`src/rtl/rst_seq_ctrl.sv`:
```
module rst_seq_ctrl #(
  parameter int HOLD_CYCLES = 16,
  parameter int CFG_W       = 32
) (
  input  logic             clk,
  input  logic             por_n,
  input  logic             hard_pad_i,
  input  logic             soft_pad_i,
  input  logic             tap_soft_i,
  input  logic             wdog_exp_i,
  input  logic             link_hard_i,
  input  logic             sw_hard_i,
  input  logic             sw_soft_i,
  input  logic [CFG_W-1:0] cfg_in,
  output logic             hard_oe,
  output logic             soft_oe,
  output logic             core_rst,
  output logic             cfg_sample,
  output logic [CFG_W-1:0] cfg_word,
  output logic [7:0]       rst_status
);
  localparam int CNT_W = (HOLD_CYCLES > 1) ? $clog2(HOLD_CYCLES) : 1;
  localparam logic [CNT_W-1:0] LAST = CNT_W'(HOLD_CYCLES - 1);

  logic             busy, busy_q, cls_hard;
  logic [CNT_W-1:0] cnt;
  logic [7:0]       req;
  logic             pin_en, hard_req, soft_req, start;

  assign pin_en   = !busy && !busy_q;
  assign req      = {sw_soft_i, sw_hard_i, link_hard_i, wdog_exp_i, tap_soft_i,
                     pin_en & ~soft_pad_i, pin_en & ~hard_pad_i, 1'b0};
  assign hard_req = req[6] | req[5] | req[4] | req[1];
  assign soft_req = req[7] | req[3] | req[2];
  assign start    = busy ? (!cls_hard && hard_req) : (hard_req || soft_req);

  always_ff @(posedge clk) begin
    if (!por_n) begin
      busy       <= 1'b1;
      busy_q     <= 1'b1;
      cls_hard   <= 1'b1;
      cnt        <= LAST;
      rst_status <= 8'h01;
      cfg_word   <= cfg_in;
    end else begin
      busy_q <= busy;
      if (start) begin
        busy       <= 1'b1;
        cls_hard   <= hard_req;
        cnt        <= LAST;
        rst_status <= req;
      end else if (busy) begin
        if (cnt == '0) busy <= 1'b0;
        else           cnt  <= cnt - 1'b1;
      end
    end
  end

  assign hard_oe    = !por_n || (busy && cls_hard);
  assign soft_oe    = !por_n || busy;
  assign core_rst   = !por_n || busy;
  assign cfg_sample = por_n && busy && cls_hard && (cnt == '0);
endmodule


```
`config.mk`:
```
export PLATFORM = sky130hd
export DESIGN_NAME = rst_seq_ctrl
export DESIGN_NICKNAME = d
export VERILOG_FILES = /design/src/rtl/rst_seq_ctrl.sv
export SDC_FILE = /design/constraint.sdc
export NUM_CORES = 1
export LEC_CHECK = 0
export BUFFER_PORTS_ARGS = -buffer_cell sky130_fd_sc_hd__clkbuf_2
export CORE_ASPECT_RATIO = 0.5
export CORE_MARGIN = 2
export CORE_UTILIZATION = 47
export DETAILED_ROUTE_END_ITERATION = 7
export PLACE_DENSITY = 0.89
export SYNTH_ARGS = -nofsm -noshare
export SYNTH_HDL_FRONTEND = slang
export SYNTH_SLANG_ARGS = --single-unit
```
`constraint.sdc`:
```
create_clock -name clk -period 2.8 [get_ports clk]
set_input_delay 0.14 -clock clk [delete_from_list [all_inputs] [get_ports clk]]
set_output_delay 0.14 -clock clk [all_outputs]
set_load 0.005 [all_outputs]
```
==> run_results.csv <==
group,metric,value,unit
worst_setup_path,end_kind,"flop",
drt,vias_per_cell,4.84,
worst_setup_path,crit_arrival,1.71,ns
synthesis,ys_seq_area_share,77.4,%
drt,ant_nets,0,
sta,finalSetupViolCount,0,
power_and_ir_drop,seqPwrFrac,58.3,%
global_route,grt_pass1_vias,1110,
clocking,numCtsBuffers,5,
global_route,antenna_found_initial,0,
sta,drv_slew,0,
synthesis,ys_top_cells_by_area,"edfxtp_1, dfxtp_1, nand2_1",
synthesis,synth.distinct_cells,26,
sta,hold_viol,0,
drt,routed_wl,3.06,mm
synthesis,yosys.area.top_type,"edfxtp_1",
worst_setup_path,path_buf_inv,2,
hold_path,min_path_cells,1,
clocking,clockBufferDepth,2,
clocking,clock-root-buffer,"clkbuf_8",
placed_design,port_buffers,84,
finish,final_common_cell,"clkbuf_2",
hold_path,hp-start,"cfg_in[31]",
drt,vias,1138,
placed_design,dp.cells,227,
synthesis,synth_top_area_share,59.0,%
global_route,overflow,0,
finish,instances_no_fill,235,
worst_setup_path,r2r_end,"cnt[0]",
power_and_ir_drop,p_leak,0.00101,uW
power_and_ir_drop,p_sw,271,uW
clocking,cts_hold_buf,0,
worst_setup_path,worstPathMaxFanout,4,
drt,drtIter0Drc,20,
worst_setup_path,reg2reg_slack,1.26,ns
job,cap_violations,0,
worst_setup_path,r2r_start,"cnt[0]",
worst_setup_path,cp_cell_sequence,"inv_1 > ha_1 > inv_1 > o31ai_1 > xnor2_1 > nand3_1",
floorplan,ioPinCount,85,
hold_path,hold_end,"cfg_word[31]",
synthesis,syn-instance-count,104,
synthesis,yosys_warnings,0,
worst_setup_path,max_stage_delay,0.45,ns
synthesis,ys_ff_latch,47,
floorplan,start_util,48.2,%
clocking,cts.repair.resized,0,
sta,finalSetupTns,0,ns
floorplan,core.rowCount,15,
power_and_ir_drop,pwr-share-comb,6.9,%
synthesis,synth_area,1630,sq um
placed_design,place_hpwl,2.36,mm
power_and_ir_drop,p_sw_share,19.8,%
power_and_ir_drop,power.density,626,nW/um^2
sta,max-slew-margin-rel,64.8,%
power_and_ir_drop,irDropWorstVdd,0.000283,V
worst_setup_path,worst_path_max_delay_cell,"o31ai_1",
power_and_ir_drop,intPower,1100,uW
finish,drive_gt1_share,49.7,%
global_route,grt_first_pass_wirelength,4.72,mm
sta,min_period,1.54,ns
clocking,cts.sinks,47,
clocking,clk_latency,0.30,ns
sta,worst_slew_pin_slew,0.523,ns
worst_setup_path,cpMostUsedCell,"inv_1",
sta,finalClockSkew,0.00317,ns
sta,period_share,55.1,%
synthesis,syn_nets,146,
synthesis,syn_area_per_cell,15.7,sq um
finish,area_growth,33.9,%
drt,wl_per_cell,13.0,um
run_status,status,"complete, no violations",
finish,nets,234,
finish,final_cell_mix,"clkbuf_2, edfxtp_1, nand2_1",
clocking,post_cts_buffers,0,
clocking,cts_tree,"done",
floorplan,core,3380,sq um
clocking,htree_levels,2,
floorplan,fp.dieW,87.3,um
floorplan,die_h,45.6,um
clocking,clkSlewWorstSetupHoldPaths,0.08,ns
drt,drcViolationCount,0,
sta,fmax,648,MHz
worst_setup_path,cp.required,2.97,ns
placed_design,place.gp.congestion,0.631,
power_and_ir_drop,p_clk_share,34.7,%
worst_setup_path,critPathTopFamily,"compound AO/OA/AOI/OAI gates",
sta,rsz0062_at_grt,"false",
sta,hold_slack,0.0123,ns
worst_setup_path,r2r.worst_path.cells,6,
worst_setup_path,cp-start-kind,"flop",
drt,first_pass_iters,4,
hold_path,hp-class,"in -> reg",
worst_setup_path,worstSetupPathType,"reg -> reg",
global_route,track_usage,16.4,%
global_route,grt_max_degree,35,
floorplan,dieArea,3980,sq um
finish,diodes,0,
## sequential cells by signal, summed over array words and instances, names as in the netlist
name and cells:
rst_status 8, cnt 4, cls_hard 1, busy_q 1
busy 1, cfg_word 32
## power by group through the flow
stage	Combinational, uW	Sequential (uW)	Clock, uW
5_1_grt	106	802	510
3_3_place_gp	92.9	811	0
6_report	94.9	797	474
2_1_floorplan	20.3	819	0
3_5_place_dp	96.5	814	0
4_1_cts	96.7	798	485
## per-layer routing
layer,global-route usage [%],share of wire [%],routed length [um]
met5,0,0,0
met4,10.2,2.8,87
met2,30.0,52,1590
met3,5.25,6.4,194
met1,17.0,39,1180
## per-stage QoR
| step | setup WS [ns] | util (%) | area (sq um) | total power [uW] |
|---|---|---|---|---|
| after CTS | 1.26 | 64.6 | 2180 | 1380 |
| after global placement | 1.38 | 61.4 | 2070 | 904 |
| final | 1.26 | 64.6 | 2180 | 1370 |
| after detailed placement | 1.28 | 61.4 | 2070 | 910 |
| after floorplan | 1.39 | - | 1630 | 839 |
| after global routing | 1.09 | 64.6 | 2180 | 1420 |
## cells in the mapped netlist, drive strengths merged
master   number
nor4          1
xnor2         1
edfxtp       32
mux2i         5
o32ai         1
dfxtp        15
nor3          2
o2111ai       2
a21o          1
nand3         5
o31ai         2
o21ai         1
nor2          2
or4b          1
inv           5
a21oi         2
and2          1
nand2        18
clkbuf        2
buf           2
o41ai         1
a31oi         1
ha            1
## worst register-to-register path, stage by stage, from the launching register on
cell and delay (ns):
dfxtp_1 0.31, inv_1 0.09, ha_1 0.20, inv_1 0.08, o31ai_1 0.45, xnor2_1 0.19
nand3_1 0.10
## kinds of logic after synthesis
group / Yosys count / share of synthesized area (%)
DFF: 47 / 77.4
and+or+nand+nor: 30 / 8.60
AOI/OAI and AO/OA: 11 / 6.30
buffers and inverters: 9 / 3.30
muxes: 5 / 3.07
xor gates and xnor gates: 1 / 0.538
adders and majority gates: 1 / 0.768
## layout make-up
type                    count  area (sq um)
flip-flops and latches     47          1260
fillers                   275          1200
repair buffers             85           428
multi-input cells          48           314
clock buffers               5          68.8
well taps                  42          52.6
clock inverters             3          38.8
inverters                   5          18.8
## worst max path at each step
stage,to,slack (ns),depth (start not counted),startpoint
2_1_floorplan,cfg_word[0],1.39,2,por_n
5_1_grt,cnt[0],1.09,6,cnt[0]
3_3_place_gp,cnt[0],1.38,6,cnt[0]
4_1_cts,cnt[0],1.26,6,cnt[0]
3_5_place_dp,cnt[0],1.28,6,cnt[0]
6_report,cnt[0],1.26,6,cnt[0]
Note: power is estimated with default switching activity, not from simulation.
